===== src/rtl/dma_bytecnt_pkg.sv =====
package dma_bytecnt_pkg;
  typedef enum logic [1:0] {
    OPSZ_BYTE = 2'b00,
    OPSZ_WORD = 2'b01,
    OPSZ_LONG = 2'b10,
    OPSZ_RSVD = 2'b11
  } opsz_e;
endpackage


===== src/rtl/dma_cnt_check.sv =====
// Combinational decode: step per operand, start legality, last-transfer detect.
module dma_cnt_check
  import dma_bytecnt_pkg::*;
#(
  parameter int CNT_W = 32
) (
  input  logic [CNT_W-1:0] cnt,
  input  opsz_e            size,
  output logic [CNT_W-1:0] step,
  output logic             cfg_bad,
  output logic             is_last
);
  logic misalign;
  logic zero_cnt;

  always_comb begin
    step     = '0;
    misalign = 1'b0;
    unique case (size)
      OPSZ_BYTE: begin step = CNT_W'(1); misalign = 1'b0;         end
      OPSZ_WORD: begin step = CNT_W'(2); misalign = cnt[0];       end
      OPSZ_LONG: begin step = CNT_W'(4); misalign = |cnt[1:0];    end
      default:   begin step = '0;        misalign = 1'b1;         end
    endcase
  end

  assign zero_cnt = (cnt == '0);
  assign cfg_bad  = zero_cnt | misalign;
  assign is_last  = (cnt == step) && (step != '0);
endmodule


===== src/rtl/dma_cnt_core.sv =====
// The count register itself.
module dma_cnt_core #(
  parameter int CNT_W = 32
) (
  input  logic             clk,
  input  logic             rst_n,
  input  logic             load_en,
  input  logic [CNT_W-1:0] load_val,
  input  logic             dec_en,
  input  logic [CNT_W-1:0] step,
  output logic [CNT_W-1:0] cnt
);
  always_ff @(posedge clk or negedge rst_n) begin
    if (!rst_n)      cnt <= '0;
    else if (load_en) cnt <= load_val;
    else if (dec_en)  cnt <= cnt - step;
  end
endmodule


===== src/rtl/dma_cnt_ctrl.sv =====
// Channel state: running bit, sticky flags, latched size/mode, handshake.
module dma_cnt_ctrl
  import dma_bytecnt_pkg::*;
(
  input  logic  clk,
  input  logic  rst_n,
  input  logic  start_i,
  input  opsz_e size_i,
  input  logic  ext_mode_i,
  input  logic  xfer_ok_i,
  input  logic  bus_err_i,
  input  logic  clr_done_i,
  input  logic  clr_cfg_i,
  input  logic  cfg_bad,
  input  logic  is_last,
  output logic  started,
  output opsz_e size_q,
  output logic  done,
  output logic  cfg_err,
  output logic  done_hs,
  output logic  dec_en
);
  logic ext_q;
  logic start_req;
  logic finish;

  assign start_req = start_i & ~started & ~cfg_err;
  assign dec_en    = started & xfer_ok_i & ~bus_err_i;
  assign finish    = dec_en & is_last;

  always_ff @(posedge clk or negedge rst_n) begin
    if (!rst_n) begin
      started <= 1'b0;
      size_q  <= OPSZ_BYTE;
      ext_q   <= 1'b0;
      done    <= 1'b0;
      cfg_err <= 1'b0;
      done_hs <= 1'b0;
    end else begin
      if (start_req) begin
        size_q <= size_i;
        ext_q  <= ext_mode_i;
      end

      if (start_req && !cfg_bad)            started <= 1'b1;
      else if (started && (bus_err_i || finish)) started <= 1'b0;

      if (start_req && cfg_bad) cfg_err <= 1'b1;
      else if (clr_cfg_i)       cfg_err <= 1'b0;

      if (finish)          done <= 1'b1;
      else if (clr_done_i) done <= 1'b0;

      done_hs <= finish & ext_q;
    end
  end

  AST_CFG_BLOCKS_RUN: assert property (@(posedge clk) disable iff (!rst_n)
    cfg_err |-> !started);
  AST_HS_ONE_CYCLE: assert property (@(posedge clk) disable iff (!rst_n)
    done_hs |=> !done_hs);
  AST_HS_WITH_DONE: assert property (@(posedge clk) disable iff (!rst_n)
    done_hs |-> done);
  AST_CFG_STICKY: assert property (@(posedge clk) disable iff (!rst_n)
    cfg_err && !clr_cfg_i |=> cfg_err);
endmodule


===== src/rtl/dma_bytecnt.sv =====
module dma_bytecnt
  import dma_bytecnt_pkg::*;
#(
  parameter int CNT_W = 32
) (
  input  logic             clk,
  input  logic             rst_n,
  input  logic             load_i,
  input  logic [CNT_W-1:0] load_data_i,
  input  logic             start_i,
  input  logic [1:0]       size_i,
  input  logic             ext_mode_i,
  input  logic             xfer_ok_i,
  input  logic             bus_err_i,
  input  logic             clr_done_i,
  input  logic             clr_cfg_i,
  output logic [CNT_W-1:0] count_o,
  output logic             done_o,
  output logic             cfg_err_o,
  output logic             started_o,
  output logic             done_hs_o
);
  opsz_e            size_in;
  opsz_e            size_q;
  opsz_e            size_sel;
  logic [CNT_W-1:0] step;
  logic             cfg_bad;
  logic             is_last;
  logic             dec_en;
  logic             load_en;

  assign size_in  = opsz_e'(size_i);
  assign size_sel = started_o ? size_q : size_in;
  assign load_en  = load_i & ~started_o;

  dma_cnt_check #(.CNT_W(CNT_W)) u_check (
    .cnt     (count_o),
    .size    (size_sel),
    .step    (step),
    .cfg_bad (cfg_bad),
    .is_last (is_last)
  );

  dma_cnt_core #(.CNT_W(CNT_W)) u_core (
    .clk      (clk),
    .rst_n    (rst_n),
    .load_en  (load_en),
    .load_val (load_data_i),
    .dec_en   (dec_en),
    .step     (step),
    .cnt      (count_o)
  );

  dma_cnt_ctrl u_ctrl (
    .clk        (clk),
    .rst_n      (rst_n),
    .start_i    (start_i),
    .size_i     (size_in),
    .ext_mode_i (ext_mode_i),
    .xfer_ok_i  (xfer_ok_i),
    .bus_err_i  (bus_err_i),
    .clr_done_i (clr_done_i),
    .clr_cfg_i  (clr_cfg_i),
    .cfg_bad    (cfg_bad),
    .is_last    (is_last),
    .started    (started_o),
    .size_q     (size_q),
    .done       (done_o),
    .cfg_err    (cfg_err_o),
    .done_hs    (done_hs_o),
    .dec_en     (dec_en)
  );

  AST_BUSERR_FREEZE: assert property (@(posedge clk) disable iff (!rst_n)
    started_o && bus_err_i |=> $stable(count_o) && !started_o);
  AST_IDLE_HOLD: assert property (@(posedge clk) disable iff (!rst_n)
    !started_o && !load_i |=> $stable(count_o));
  AST_RUN_NO_LOAD: assert property (@(posedge clk) disable iff (!rst_n)
    started_o && !xfer_ok_i |=> $stable(count_o));
  AST_NO_UNDERFLOW: assert property (@(posedge clk) disable iff (!rst_n)
    started_o && xfer_ok_i && !bus_err_i |=> count_o < $past(count_o));
  AST_DONE_STOPS: assert property (@(posedge clk) disable iff (!rst_n)
    $rose(done_o) |-> !started_o && count_o == '0);
endmodule


===== config.mk =====
export PLATFORM = sky130hd
export DESIGN_NAME = dma_bytecnt
export DESIGN_NICKNAME = d
export VERILOG_FILES = /design/src/rtl/dma_bytecnt_pkg.sv /design/src/rtl/dma_cnt_check.sv /design/src/rtl/dma_cnt_core.sv /design/src/rtl/dma_cnt_ctrl.sv /design/src/rtl/dma_bytecnt.sv
export SDC_FILE = /design/constraint.sdc
export NUM_CORES = 1
export LEC_CHECK = 0
export ABC_AREA = 0
export BUFFER_PORTS_ARGS = -buffer_cell sky130_fd_sc_hd__buf_2
export CORE_MARGIN = 1
export CORE_UTILIZATION = 32
export CTS_CLUSTER_SIZE = 25
export DETAILED_ROUTE_END_ITERATION = 7
export GPL_ROUTABILITY_DRIVEN = 1
export HOLD_SLACK_MARGIN = 0.02
export SYNTH_ARGS = -nofsm -noshare
export SYNTH_HDL_FRONTEND = slang
export SYNTH_SLANG_ARGS = --single-unit
export TNS_END_PERCENT = 10

===== constraint.sdc =====
create_clock -name clk -period 4.6 [get_ports clk]
set_clock_uncertainty 0.2 [all_clocks]
set_input_delay 0.92 -clock clk [delete_from_list [all_inputs] [get_ports clk]]
set_output_delay 0.92 -clock clk [all_outputs]
set_load 0.02 [all_outputs]

# Word level (Yosys, flattened, before mapping)
# Index checks and enable logic that the tools add are counted.
totals:
  register_bits: 39
  latchBits: 0
  ram_bits: 0
  rom_bits: 0
  inputBits: 43
  out_inout_bits: 36
  word_cells: 47
  mem_count: 0
classes:
  addsub: 1
  n_mul: 0
  n_div: 0
  order_cmp: 0
  n_eq_ne: 3
  n_shift: 0
  mux: 11
  bitwise_logic: 11
  n_reduce_logical: 14
ops:
  columns: ["op", "n"]
  rows:
  - ["two-way mux 32 bit", 2]
  - ["== test 32 x 3 -> 1 bit", 1]
  - ["zero test 32 bit", 1]
  - ["nonzero test 32 bit", 1]
  - ["subtractor 32 x 3 -> 32 bit", 1]
  - ["one-hot mux 3 bit (3 select lines)", 1]
  - ["nonzero test 2 bit", 4]
  - ["bitwise AND 1 bit", 7]
  - ["two-way mux 1 bit", 6]
  - ["logical AND 1 bit", 4]
  - ["NOT 1 bit", 3]
  - ["one-hot mux 1 bit (3 select lines)", 1]
  - ["== test 2 x 1 -> 1 bit, second input constant", 1]
  - ["== test 2 bit, second input constant", 1]
  - ["zero test 2 bit", 1]
  - ["two-way mux 2 bit", 1]
  - ["OR reduction 2 bit", 1]
  - ["zero test 1 bit", 1]
  - ["logical OR 1 bit", 1]
  - ["bitwise OR 1 bit", 1]

# Logic depth before layout (Yosys ltp)
# Gate-level depths: netlist of run 1.
logic_depth:
  word_depth: 10
  mapped_depth: 12
  ltp_nobuf: 9

# Hierarchy
# A second synthesis of run 1 with hierarchy kept.
unflattened:
  cells_unflattened: 470
  hier_area_um2: 3824.9
by_module_without_submodules:
  columns: ["mod", "instances", "cells_per_inst", "area_each_um2", "seq_area_each_um2"]
  rows:
  - ["dma_cnt_core", 1, 392, 3118.0, 800.8]
  - ["dma_cnt_check", 1, 54, 385.4, 0.0]
  - ["dma_cnt_ctrl", 1, 21, 290.3, 175.2]
  - ["dma_bytecnt", 1, 3, 31.3, 0.0]

# Worst setup path before layout of run 1
# No wires, ideal clock.
synth_path:
  path_kind: "input-to-reg"
  start: "input port size_i[1]"
  end: "register u_core.cnt[17]"
  setup_ns: 0.082
  t_arrival_ns: 2.897
  required_time_ns: 4.318
  path_slack_ns: 1.421
  cell_stages: 9
  path_buffers: 1
  cell_sequence: "mux2_2 > nand2b_1 > ha_1 > nor2b_1 > o21ai_0 > clkbuf_1 > nand2_1 > or4_1 > a31oi_1"
synth_between:
  elab_chain_cells: 6
  elab_cells_between_ends: 8
  cone_classes: "1 x add/sub; 2 x eq/ne; 4 x mux; 1 x reduce/logical"
synth_lines:
  columns: ["item", "line", "text"]
  rows:
  - ["start, declared", "dma_bytecnt.sv:11", "input logic [1:0] size_i,"]
  - ["two-way mux 2 bit (*)", "dma_bytecnt.sv:33", "assign size_sel = started_o ? size_q : size_in;"]
  - ["== test 2 bit, or another cell as far along", "dma_cnt_check.sv:19", "unique case (size)"]
  - ["one-hot mux 3 bit (3 select lines) (*)", "dma_cnt_check.sv:19", null]
  - ["subtractor 32 x 3 -> 32 bit (*)", "dma_cnt_core.sv:16", "else if (dec_en) cnt <= cnt - step;"]
  - ["two-way mux 32 bit (*)", "dma_cnt_core.sv:16", null]
  - ["two-way mux 32 bit (*)", "dma_cnt_core.sv:15", "else if (load_en) cnt <= load_val;"]
  - ["end signal, assigned", "dma_cnt_core.sv:15", null]
  - ["end signal, assigned", "dma_cnt_core.sv:16", null]
  - ["end, declared", "dma_cnt_core.sv:11", "output logic [CNT_W-1:0] cnt"]
# Mark *: on every way between the ends. The rest lies on a longest branch, timed or not. The select of a mux whose other input is x is not followed.
# A chain may end at the register's enable or synchronous reset.

# Worst setup path after layout of run 1
layout_path:
  start: "input port size_i[1]"
  end: "register u_core.cnt[28]"
# Same word-level chain as after synthesis.

==> PnR_summary.wiki, run 1 <==
{| class="wikitable"
! Metric !! Value
|-
| Status || completed
|-
| Post-synthesis async set-or-reset flop share || 1.00
|-
| Worst-skew pair later-pin latency || around 0.29 ns
|-
| Critical path peak fanout || 14
|-
| Sequential element share of the synthesized area || 0.410
|-
| Commonest non-fill, non-tap cell in the layout || sky130_fd_sc_hd__buf_2
|-
| Vertical extent of the die || 88.2 microns
|-
| Clock-pin slew on the worst setup and hold paths || around 0.08 ns
|-
| Bufs on Longest Clock Path || 2
|-
| Netlist area before placement || 2380 sq um
|-
| Relative area change from synthesis to final layout || 24.5%
|-
| Pin count of the biggest net entering global routing || 40
|-
| Final weighted congestion in routability-driven placement || 0.772
|-
| Kind of capture point of the worst setup path || flop
|-
| Fin area || about 3000 sq um
|-
| Ratio of total power to cell area || ~610 nW/um^2
|-
| CP startpoint kind || primary input
|-
| Synth top area share || 0.410
|-
| Fraction of final layout cells sized beyond drive strength 1 || 0.331
|-
| TritonCTS clock tree || yes
|-
| Final setup vio count || 0
|-
| GRT Resource Usage Total || 0.162
|-
| Clock buffer count from CTS || 5
|-
| Maximum level of the CTS H-tree || 2
|-
| Worst endpoint data arrival time || 3.22 ns
|-
| Core ar. || approximately 7000 sq um
|-
| Number of remaining DRC errors || 0
|-
| Most used cells in the layout excluding fill and tap cells || sky130_fd_sc_hd__buf_2 (78), sky130_fd_sc_hd__dfrtp_1 (39), sky130_fd_sc_hd__nand2_1 (28)
|-
| Number of synthesized register bits || 39
|-
| First DRT Iteration DRCs || 67
|-
| Worst slew margin relative to its limit || 0.361
|-
| Standard-cell rows || 31
|-
| Via count of the first global-routing pass || 1979
|-
| Number of nets produced by synthesis || 305
|-
| Avg WL per Cell || between 10 and 15 microns
|-
| Sum Neg Setup Slack || 0 ns
|-
| Die Outline Area || between 7000 and 8000 sq um
|-
| Detailed-route wire length || 5980 microns
|-
| Dominant cell type by area after synthesis || sky130_fd_sc_hd__dfrtp_1
|-
| Worst-Margin Slew || ~0.95 ns
|-
| Initial DRT Pass Iterations || 4
|-
| Busiest grt layer || met2
|-
| Wire length of the first global-routing pass || slightly below 10000 microns
|-
| Path type of the worst setup path || in -> reg
|-
| Number of antenna violations at the first check in global routing || 0
|-
| Horizontal die dimension || roughly 88 microns
|-
| Synth top area cells || sky130_fd_sc_hd__dfrtp_1 (41%), sky130_fd_sc_hd__o21ai_0 (4.8%), sky130_fd_sc_hd__xnor2_1 (4.8%)
|-
| Post-CTS setup repair buffer count || 0
|-
| FMAX || just over 300 MHz
|-
| Synth unique cells || 50
|-
| Placement-stage cell area || approximately 2800 sq um
|-
| Worst Path Required || approximately 4.5 ns
|-
| Per-instance average area after synthesis || a little over 9 sq um
|-
| Total count of hold-check failures in the final report || 0
|-
| Starting Density || 0.330
|-
| Met2 Usage GRT || 0.266
|-
| Met1 layer usage reported by global route || 0.217
|-
| Number of top-level pins || 79
|-
| Antenna Cells || 0
|-
| Pleak || 1.27 nW
|-
| Clock Sinks || 39
|-
| Post-CTS Resized || 0
|-
| Count of yosys warnings during synthesis || 0
|-
| Root Driver || sky130_fd_sc_hd__clkbuf_8
|-
| Global Route met3 Usage || 0.0364
|-
| Overall power of the completed layout || around 0.0018 W
|-
| Nets || 378
|-
| Unrepaired setup endpoints after global routing || no
|-
| HPWL reported at the end of detailed placement || 4480 microns
|-
| Maximum capacitance violations || 0
|-
| IR drop worst, VDD || 208 uV
|-
| Number of port buffers || 78
|-
| Crit share post-route || 0.713
|-
| Number of enable flip-flop cells after synthesis || 0
|-
| Via count || between 2000 and 2500
|-
| Hold buffer count at CTS || 0
|-
| Slew Limit Fails || 0
|-
| Time the worst path needs with I/O delays and setup || 3.28 ns
|-
| Number of instances in the synthesized netlist || approximately 260
|-
| Worst min-delay path category || reg -> reg
|-
| Average vias per placed instance || between 4 and 5
|-
| Total congestion overflow || 0
|-
| Remaining antenna violation count after routing || 0
|-
| Most instantiated flip-flop cell in the synthesis netlist || sky130_fd_sc_hd__dfrtp_1
|}
power by group:
group	switching, W	leakage, nW	internal, W	total [W]
sequential	0.000197	0.467	0.000474	0.000671
combinational	0.000479	0.735	0.000318	0.000797
clock	0.000128	0.0644	0.000216	0.000344
total	0.000803	1.27	0.00101	0.00181
worst max-delay path, cell delays in order:
cell	delay, ns
sky130_fd_sc_hd__buf_2	0.10
sky130_fd_sc_hd__mux2_2	0.29
sky130_fd_sc_hd__nor2_1	0.17
sky130_fd_sc_hd__ha_1	0.22
sky130_fd_sc_hd__fa_1	0.20
sky130_fd_sc_hd__nor2b_1	0.07
sky130_fd_sc_hd__or3_1	0.64
sky130_fd_sc_hd__nor4_1	0.36
sky130_fd_sc_hd__xnor2_1	0.17
sky130_fd_sc_hd__o21ai_1	0.08
area by class of cell:
type / count / area [sq um]
inverter: 5 / 18.8
multi-input combinational: 200 / 1300
timing repair buffer: 80 / 405
sequential: 39 / 976
clock inverter: 3 / 67.6
fill: 776 / 4250
tap: 99 / 124
clock buffer: 5 / 68.8
final timing paths:
check | startpoint | end | slack (ns) | cells after the start
setup reg to reg | u_ctrl.started | u_core.cnt[28] | 1.41 | 9
hold / removal | u_ctrl.ext_q | u_ctrl.done_hs | 0.28 | 1
hold reg to reg | u_ctrl.ext_q | u_ctrl.done_hs | 0.28 | 1
min in group asynchronous | rst_n | u_core.cnt[9] | 0.53 | 1
setup / recovery | size_i[1] | u_core.cnt[28] | 1.32 | 10
max in group asynchronous | rst_n | u_core.cnt[3] | 3.10 | 1
synth_stat cells (2+ instances only):
cell                       number
sky130_fd_sc_hd__xor2_1        10
sky130_fd_sc_hd__buf_4          2
sky130_fd_sc_hd__or3_1          5
sky130_fd_sc_hd__nor2b_1        4
sky130_fd_sc_hd__or4_1          4
sky130_fd_sc_hd__dfrtp_1       39
sky130_fd_sc_hd__nor3_1         8
sky130_fd_sc_hd__clkbuf_1       6
sky130_fd_sc_hd__nor4_4         2
sky130_fd_sc_hd__a21o_1         2
sky130_fd_sc_hd__nor4_2         2
sky130_fd_sc_hd__mux2i_1        2
sky130_fd_sc_hd__xnor2_1       13
sky130_fd_sc_hd__a211oi_1       3
sky130_fd_sc_hd__buf_2          2
sky130_fd_sc_hd__inv_1          5
sky130_fd_sc_hd__a31oi_1        5
sky130_fd_sc_hd__nand4_1        4
sky130_fd_sc_hd__ha_1           3
sky130_fd_sc_hd__or4_4          2
sky130_fd_sc_hd__nor2_1        24
sky130_fd_sc_hd__o21ai_1        6
sky130_fd_sc_hd__mux2_2         5
sky130_fd_sc_hd__buf_1          2
sky130_fd_sc_hd__nor4_1         9
sky130_fd_sc_hd__o21ai_0       23
sky130_fd_sc_hd__nand3_1        7
sky130_fd_sc_hd__nand2_1       28
sky130_fd_sc_hd__nor3_2         3
sky130_fd_sc_hd__a21oi_1        5
sky130_fd_sc_hd__nand2b_1       4
sequential cells by signal, indices dropped and copies added (netlist names):
name and count:
u_ctrl.done 1, u_core.cnt 32, u_ctrl.done_hs 1, u_ctrl.size_q 2
u_ctrl.ext_q 1, u_ctrl.started 1, u_ctrl.cfg_err 1
kinds of logic (layout without fill, tap and decap cells):
group / count (synthesis) / after routing / synth area share
multiplexers: 7 / 7 / 0.0321
AND/OR/NAND/NOR: 117 / 117 / 0.287
flip-flops: 39 / 39 / 0.410
XOR/XNOR: 23 / 23 / 0.0847
AO/OA/AOI/OAI: 49 / 49 / 0.118
adder cells (fa/ha/maj): 4 / 4 / 0.0242
buffers and inverters: 19 / 93 / 0.0442
per-stage QoR:
step	setup WS (ns)	util	cells	hold slack (ns)
4_1_cts	1.31	0.410	431	0.286
6_report	1.32	0.410	431	0.279
3_3_place_gp	1.04	0.391	423	0.259
3_5_place_dp	1.00	0.391	423	0.268
5_1_grt	1.04	0.410	431	0.306
2_1_floorplan	1.42	-	258	0.249
per-layer routing:
metal,up-vias,share of wire
li1,1065,-
met1,963,0.48
met2,53,0.47
met3,5,0.047
met4,0,0.0084
met5,-,0
Note: power is estimated with default switching activity, not from simulation.
==> inputs of run 2 (changes only) <==
clock period = 2.9 ns   (was 4.6 ns; I/O delays follow)
==> PnR_summary.wiki, run 2 (same netlist as run 1, synthesis figures left out) <==
{| class="wikitable"
! Metric !! Value
|-
| Status || completed
|-
| Kind of capture point of the worst setup path || flop
|-
| TritonCTS clock tree || yes
|-
| Root Driver || sky130_fd_sc_hd__clkbuf_8
|-
| Initial DRT Pass Iterations || 5 (+1)
|-
| Placed instance count || 435 (+2.8%)
|-
| Fraction of final layout cells sized beyond drive strength 1 || 0.366 (+0.0350)
|-
| Maximum level of the CTS H-tree || 2 (unchanged)
|-
| Sum Neg Setup Slack || 0 ns (unchanged)
|-
| Maximum capacitance violations || 0 (unchanged)
|-
| IR drop worst, VDD || 358 uV (+72%)
|-
| Slew Limit Fails || 0 (unchanged)
|-
| Final setup slack of the worst path || 0.182 ns (-1.14 ns)
|-
| First DRT Iteration DRCs || 58 (-13%)
|-
| GRT Resource Usage Total || 0.159 (-0.00311)
|-
| Via count of the first global-routing pass || 1991 (+0.61%)
|-
| NetSw || 0.00128 W (+59%)
|-
| Leading registers by flop count || u_core.cnt (32), u_ctrl.size_q (2)
|-
| Unrepaired setup endpoints after global routing || no
|-
| Sequential share of power || 0.378 (+0.008)
|-
| Detailed-route wire length || 5960 microns (-0.32%)
|-
| Avg WL per Cell || 13.4 microns (-3.0%)
|-
| Total congestion overflow || 0 (unchanged)
|-
| Fin area || 3060 sq um (+3.3%)
|-
| Ratio of total power to cell area || 921 nW/um^2 (+50%)
|-
| Met2 Usage GRT || 0.272 (+0.00629)
|-
| Part of the total power dissipated in combinational logic || 0.478 (+0.038)
|-
| Average vias per placed instance || 4.82 (-0.47%)
|-
| Launch point of the worst reg-to-reg path || u_ctrl.started
|-
| Worst slew margin relative to its limit || 0.535 (+0.173)
|-
| Worst Path Required || 2.87 ns (-1.67 ns)
|-
| Number of remaining DRC errors || 0 (unchanged)
|-
| Register-to-register setup slack || 0.18 ns (-1.23 ns)
|-
| Die Outline Area || 7780 sq um (unchanged)
|-
| Total of fill cells in the finished design || 788 (+1.5%)
|-
| Worst min-delay path category || in -> async
|-
| Antenna Cells || 0 (unchanged)
|-
| CP startpoint kind || flop
|-
| Via count || 2134 (+2.3%)
|-
| Worst-case hold slack || 0.0528 ns (-0.227 ns)
|-
| Post-CTS Resized || 0 (unchanged)
|-
| Worst-skew pair later-pin latency || 0.29 ns (about the same)
|-
| Final setup vio count || 0 (unchanged)
|-
| Path type of the worst setup path || reg -> reg
|-
| Crit share post-route || 0.937
|-
| Number of antenna violations at the first check in global routing || 0 (unchanged)
|-
| Post-placement worst setup slack || -0.0936 ns (-1.10 ns)
|-
| Time the worst path needs with I/O delays and setup || approximately 2.7 ns
|-
| Vertical extent of the die || 88.2 microns (unchanged)
|-
| Final weighted congestion in routability-driven placement || 0.844 (+9.4%)
|-
| Global Route met3 Usage || 0.0252 (-0.0112)
|-
| Commonest non-fill, non-tap cell in the layout || sky130_fd_sc_hd__buf_2
|-
| Wire length of the first global-routing pass || 9570 microns (-1.1%)
|-
| Number of port buffers || 78 (unchanged)
|-
| Standard-cell rows || 31 (unchanged)
|-
| Relative area change from synthesis to final layout || 28.6%
|-
| Worst-Margin Slew || 0.698 ns (-0.256 ns)
|-
| FMAX || 368 MHz
|-
| Met1 layer usage reported by global route || 0.209 (-0.00891)
|-
| Placement-stage cell area || 2910 sq um (+3.2%)
|-
| Clock share of power || 0.144 (-0.046)
|-
| Remaining antenna violation count after routing || 0 (unchanged)
|-
| Core ar. || 7210 sq um (unchanged)
|-
| Max reg flops || 32 (unchanged)
|-
| Bufs on Longest Clock Path || 2 (unchanged)
|-
| Busiest grt layer || met2
|-
| Fraction of power spent switching nets || 0.454 (+0.0103)
|-
| Critical path peak fanout || 9 (-5)
|-
| Starting Density || 0.330 (unchanged)
|-
| Most used cells in the layout excluding fill and tap cells || sky130_fd_sc_hd__buf_2 (78), sky130_fd_sc_hd__dfrtp_1 (38), sky130_fd_sc_hd__nand2_1 (28)
|-
| Int Power || 0.00154 W (+53%)
|-
| Pleak || 1.33 nW (+4.7%)
|-
| Hold buffer count at CTS || 0 (unchanged)
|-
| Clock Sinks || 39 (unchanged)
|-
| Nets || 390 (+3.2%)
|-
| Pin count of the biggest net entering global routing || 31 (-23%)
|-
| Register bank with the most flops || u_core.cnt
|-
| Post-layout instance count excluding filler cells || 443 (+2.8%)
|-
| Clock buffer count from CTS || 5 (unchanged)
|-
| Timing startpoint of the critical path || u_ctrl.started
|-
| Total count of hold-check failures in the final report || 0 (unchanged)
|-
| Clock-pin slew on the worst setup and hold paths || 0.08 ns (about the same)
|-
| Worst endpoint data arrival time || 2.68 ns (-0.54 ns)
|-
| Post-CTS setup repair buffer count || 0 (unchanged)
|-
| Number of top-level pins || 79 (unchanged)
|-
| Horizontal die dimension || 88.2 microns (unchanged)
|-
| HPWL reported at the end of detailed placement || 4540 microns (+1.4%)
|}
[run 2: cell count changes in the layout (fill, tap and decap cells not counted), moves of 2 or more]
| cell | change |
|---|---|
| sky130_fd_sc_hd__buf_4 | +12 |
| sky130_fd_sc_hd__nor4_1 | -3 |
| sky130_fd_sc_hd__bufinv_16 | -2 |
| sky130_fd_sc_hd__clkbuf_8 | +2 |
| sky130_fd_sc_hd__nor4_4 | +2 |
[run 2: path summary, 6_finish.rpt]
kind,end,cells after the start
worst min register to register,u_ctrl.done,1
min in group clk,u_ctrl.done,1
worst max-delay path,u_core.cnt[8],10
max in group asynchronous,u_core.cnt[7],2
worst max register to register,u_core.cnt[8],10
worst min-delay path,u_core.cnt[2],1
[run 2: stage by stage]
| step | util | power (W) |
|---|---|---|
| finish | 0.424 | 0.00282 |
| CTS | 0.418 | 0.00283 |
| detailed placement | 0.404 | 0.00240 |
| global route | 0.424 | 0.00305 |
| global placement | 0.404 | 0.00237 |
| floorplan | - | 0.00191 |
[run 2: power by group through the flow]
stage,sequential [W],combinational (W),clock [W]
floorplan,0.00122,0.000687,0
global placement,0.00105,0.00131,0
detailed placement,0.00106,0.00134,0
CTS,0.00105,0.00135,0.000426
global route,0.00111,0.00150,0.000440
finish,0.00106,0.00135,0.000406
[run 2: final cells by class]
cell class                      count  area, sq um  share of cell area
Clock buffer                        8          100              0.0327
Inverter                            5         18.8             0.00614
Multi-Input combinational cell    200         1340               0.439
Sequential cell                    39          977               0.320
Tap cell                           99          124              0.0405
Timing Repair Buffer               92          495               0.162
[run 2: worst max-delay path, stage by stage, from the launching register on]
cell and delay (ns):
sky130_fd_sc_hd__dfrtp_2 0.43, sky130_fd_sc_hd__mux2_2 0.38, sky130_fd_sc_hd__nor2_1 0.16, sky130_fd_sc_hd__ha_2 0.22, sky130_fd_sc_hd__fa_1 0.18, sky130_fd_sc_hd__nor2b_1 0.06
sky130_fd_sc_hd__or3_1 0.34, sky130_fd_sc_hd__buf_4 0.21, sky130_fd_sc_hd__nor4_4 0.17, sky130_fd_sc_hd__xnor2_1 0.15, sky130_fd_sc_hd__o21ai_0 0.09
[run 2: routing by layer]
layer	vias to the layer above	part of all wire
li1	1082	-
met4	0	0.011
met3	7	0.051
met5	-	0
met2	65	0.47
met1	980	0.47
==> inputs of run 3 (changes only) <==
--- a/config.mk
+++ b/config.mk
@@ -17,2 +17,3 @@
 export SYNTH_HDL_FRONTEND = slang
+export SYNTH_HIERARCHICAL = 1
 export SYNTH_SLANG_ARGS = --single-unit
==> constraint.sdc (replaced) <==
create_clock -name clk -period 2.9 [get_ports clk]
set_clock_uncertainty 0.2 [all_clocks]
set_input_delay 0.145 -clock clk [delete_from_list [all_inputs] [get_ports clk]]
set_output_delay 0.145 -clock clk [all_outputs]
set_load 0.02 [all_outputs]
==> PnR_summary.wiki, run 3 <==
{| class="wikitable"
! Metric !! Value
|-
| Status || finished, violations left
|-
| Violations in the final reports || DRC, setup timing
|-
| Final weighted congestion in routability-driven placement || 0.853 (+0.99%)
|-
| Netlist area before placement || 3820 sq um (+61%)
|-
| Global Route met3 Usage || 0.0343 (+0.00911)
|-
| Bufs on Longest Clock Path || 2 (unchanged)
|-
| Max reg flops || 32 (unchanged)
|-
| Slew Limit Fails || 0 (unchanged)
|-
| Worst slew margin relative to its limit || 0.359 (-0.176)
|-
| Relative area change from synthesis to final layout || 38.7%
|-
| Sequential element share of the synthesized area || 0.255 (-0.155)
|-
| Number of port buffers || 78 (unchanged)
|-
| Crit share post-route || 1.15 (+0.213)
|-
| HPWL reported at the end of detailed placement || 8100 microns (+78%)
|-
| Crit path capture || u_core/cnt[18]
|-
| Busiest grt layer || met2
|-
| Nets || 707 (+81%)
|-
| Worst-case hold slack || 0.0333 ns (-0.0194 ns)
|-
| R2r worst-path depth || 14 (+4)
|-
| Top cells by count, synth || sky130_fd_sc_hd__inv_1 (49), sky130_fd_sc_hd__dfrtp_1 (39), sky130_fd_sc_hd__nand2_1 (38), sky130_fd_sc_hd__ha_1 (31)
|-
| Cell repeated most along the worst path || sky130_fd_sc_hd__o21a_1
|-
| Standard-cell rows || 39 (+26%)
|-
| Number of enable flip-flop cells after synthesis || 0 (unchanged)
|-
| Worst-Margin Slew || 0.962 ns (+0.264 ns)
|-
| Root Driver || sky130_fd_sc_hd__clkbuf_16
|-
| CP startpoint kind || flop
|-
| Ordered list of cells on the worst path || mux2_4 > nor2b_1 > inv_1 > ha_4 > nor2b_4 > o21ai_2 > a21oi_2 > o21ba_4 > o311a_1 > o21a_1 > o21a_1 > o211ai_2 > o31ai_1 > a221o_1
|-
| Most instantiated flip-flop cell in the synthesis netlist || sky130_fd_sc_hd__dfrtp_1
|-
| Post-synthesis async set-or-reset flop share || 1.00 (unchanged)
|-
| Number of remaining DRC errors || 16 (+16)
|-
| Logic depth of the worst path, buffers included || 14 (+4)
|-
| Antenna Cells || 0 (unchanged)
|-
| Detailed-route wire length || 10800 microns (+82%)
|-
| Maximum capacitance violations || 0 (unchanged)
|-
| FMAX || 300 MHz (-18%)
|-
| Total congestion overflow || 0 (unchanged)
|-
| Via count || 3833 (+80%)
|-
| Most used cells in the layout excluding fill and tap cells || sky130_fd_sc_hd__buf_2 (78), sky130_fd_sc_hd__buf_4 (52), sky130_fd_sc_hd__inv_1 (49)
|-
| Met1 layer usage reported by global route || 0.239 (+0.0304)
|-
| Met2 Usage GRT || 0.300 (+0.0276)
|-
| GRT Resource Usage Total || 0.182 (+0.0230)
|-
| Clock buffer count from CTS || 5 (unchanged)
|-
| Worst path buffer plus inverter count || 1 (unchanged)
|-
| Worst Path Required || 2.87 ns (about the same)
|-
| Leading registers by flop count || u_core/cnt (32), u_ctrl/size_q (2)
|-
| Cell family with most CP delay || compound AO/OA/AOI/OAI gates
|-
| Remaining antenna violation count after routing || 0 (unchanged)
|-
| IR drop worst, VDD || 321 uV (-10%)
|-
| Part of the total power dissipated in combinational logic || 0.723 (+0.245)
|-
| Number of top-level pins || 79 (unchanged)
|-
| Dominant cell type by area after synthesis || sky130_fd_sc_hd__dfrtp_1
|-
| Worst-skew pair later-pin latency || 0.29 ns (about the same)
|-
| Worst endpoint data arrival time || 3.31 ns (+0.63 ns)
|-
| Vertical extent of the die || 111 microns (+26%)
|-
| Synth top area share || 0.255 (-0.155)
|-
| Destination of the worst register-to-register timing path || u_core/cnt[18]
|-
| Most instantiated library cell after synthesis || sky130_fd_sc_hd__inv_1
|-
| Number of antenna violations at the first check in global routing || 0 (unchanged)
|-
| Synth top area cells || sky130_fd_sc_hd__dfrtp_1 (26%), sky130_fd_sc_hd__ha_1 (10%), sky130_fd_sc_hd__buf_4 (5.7%)
|-
| Final setup vio count || 23 (+23)
|-
| TritonCTS clock tree || yes
|-
| Int Power || 0.00306 W (+99%)
|-
| Ratio of total power to cell area || 1080 nW/um^2 (+17%)
|-
| Average vias per placed instance || 4.94 (+2.5%)
|-
| Overall power of the completed layout || 0.00572 W (+100%)
|-
| Unrepaired setup endpoints after global routing || yes
|-
| Fraction of power spent switching nets || 0.466 (+0.0126)
|-
| Path type of the worst setup path || reg -> reg
|-
| Critical path peak fanout || 4 (-5)
|-
| Clock share of power || 0.098 (-0.046)
|-
| Die Outline Area || 12400 sq um (+59%)
|-
| Via count of the first global-routing pass || 3845 (+93%)
|-
| Commonest non-fill, non-tap cell in the layout || sky130_fd_sc_hd__buf_2
|-
| Wire length of the first global-routing pass || 18200 microns (+90%)
|-
| First DRT Iteration DRCs || 179 (+210%)
|-
| Fraction of final layout cells sized beyond drive strength 1 || 0.284 (-0.0819)
|-
| Worst stage delay on the critical path || 0.43 ns (about the same)
|-
| Kind of capture point of the worst setup path || flop
|-
| Per-instance average area after synthesis || 8.14 sq um (-12%)
|-
| Total of fill cells in the finished design || 1170 (+48%)
|-
| Number of instances in the synthesized netlist || 470 (+82%)
|-
| Pleak || 2.47 nW (+86%)
|-
| Starting Density || 0.332 (+0.00245)
|-
| Launch point of the worst reg-to-reg path || u_ctrl/started
|-
| Synth unique cells || 61 (+22%)
|-
| Initial DRT Pass Iterations || 6 (+1)
|-
| Horizontal die dimension || 111 microns (+26%)
|-
| Avg WL per Cell || 14.0 microns (+3.9%)
|-
| Total count of hold-check failures in the final report || 0 (unchanged)
|-
| Clock Sinks || 39 (unchanged)
|-
| Core ar. || 11500 sq um (+60%)
|-
| Number of synthesized register bits || 39 (unchanged)
|-
| Final setup slack of the worst path || -0.434 ns (-0.617 ns)
|-
| Register-to-register setup slack || -0.43 ns (-0.62 ns)
|-
| NetSw || 0.00267 W (+110%)
|-
| Count of yosys warnings during synthesis || 6 (+6)
|-
| Worst min-delay path category || in -> reg
|-
| Timing startpoint of the critical path || u_ctrl/started
|-
| Time the worst path needs with I/O delays and setup || 3.33 ns (+0.617 ns)
|-
| Maximum level of the CTS H-tree || 2 (unchanged)
|-
| Sequential share of power || 0.178 (-0.200)
|-
| CP max stage cell || sky130_fd_sc_hd__dfrtp_2
|-
| Pin count of the biggest net entering global routing || 40 (+29%)
|-
| Register bank with the most flops || u_core/cnt
|-
| Clock-pin slew on the worst setup and hold paths || 0.06 ns (-0.02 ns)
|}
## run 3: logic make-up after synthesis
logic type	share of synthesized area
muxes	0.0654
AOI/OAI and AO/OA	0.230
and+or+nand+nor	0.168
other	0.000980
DFF	0.255
xor gates and xnor gates	0.0550
buffers and inverters	0.119
adders and majority gates	0.107
## run 3: area by class of cell
class                           instances  area (sq um)  share of cell area
Clock buffer                            6           129              0.0243
Sequential cell                        39           977               0.184
Inverter                               49           184              0.0347
Multi-Input combinational cell        367          2630               0.496
Timing Repair Buffer                  170          1190               0.225
Tap cell                              143           179              0.0337
Clock inverter                          2          12.5             0.00236
## run 3: power groups by stage
stage                     clock (W)  sequential, W  combinational, W
after CTS                  0.000580        0.00103           0.00400
final                      0.000562        0.00102           0.00414
after global placement            0        0.00103           0.00384
after global routing       0.000600        0.00106           0.00456
after floorplan                   0        0.00136           0.00222
after detailed placement          0        0.00104           0.00388
## run 3: repair_timing
item,4_1_cts,5_1_grt
hold buffers,39,0
pin swaps,5,18
endpoints found under the setup margin,24,25
endpoints found under the hold margin,77,0
buffers inserted,0,1
gates resized for setup,9,21
## run 3: worst register-to-register path, cell delays in order, from the launching register on
cell and delay (ns):
sky130_fd_sc_hd__dfrtp_2 0.43, sky130_fd_sc_hd__mux2_4 0.33, sky130_fd_sc_hd__nor2b_1 0.13, sky130_fd_sc_hd__inv_1 0.08
sky130_fd_sc_hd__ha_4 0.25, sky130_fd_sc_hd__nor2b_4 0.13, sky130_fd_sc_hd__o21ai_2 0.18, sky130_fd_sc_hd__a21oi_2 0.09
sky130_fd_sc_hd__o21ba_4 0.21, sky130_fd_sc_hd__o311a_1 0.32, sky130_fd_sc_hd__o21a_1 0.20, sky130_fd_sc_hd__o21a_1 0.20
sky130_fd_sc_hd__o211ai_2 0.14, sky130_fd_sc_hd__o31ai_1 0.08, sky130_fd_sc_hd__a221o_1 0.25
## run 3: metrics by stage
step	TNS [ns]	area (sq um)	setup WS, ns	utilization	instances
global route	-8.66	5300	-0.542	0.461	776
floorplan	-2.45	3950	-0.360	-	498
CTS	-5.15	5230	-0.435	0.454	775
finish	-4.71	5300	-0.434	0.461	776
detailed placement	-6.24	4650	-0.448	0.404	728
global placement	-4.92	4650	-0.352	0.404	728
## run 3: metal layers
| metal | vias to the layer above | routed length (microns) |
|---|---|---|
| met3 | 11 | 476 |
| met1 | 1802 | 5140 |
| met2 | 92 | 5070 |
| li1 | 1928 | - |
| met4 | 0 | 166 |
| met5 | - | 0 |
## run 3: worst min path at each step
stage | start | to | slack (ns) | cells past startpoint
2_1_floorplan | rst_n | u_core/cnt[0] | -0.35 | 0
3_3_place_gp | rst_n | u_ctrl/cfg_err | 0.15 | 1
3_5_place_dp | rst_n | u_ctrl/cfg_err | 0.15 | 1
4_1_cts | xfer_ok_i | u_ctrl/started | 0.02 | 3
5_1_grt | xfer_ok_i | u_ctrl/started | 0.04 | 3
6_report | xfer_ok_i | u_ctrl/started | 0.03 | 3
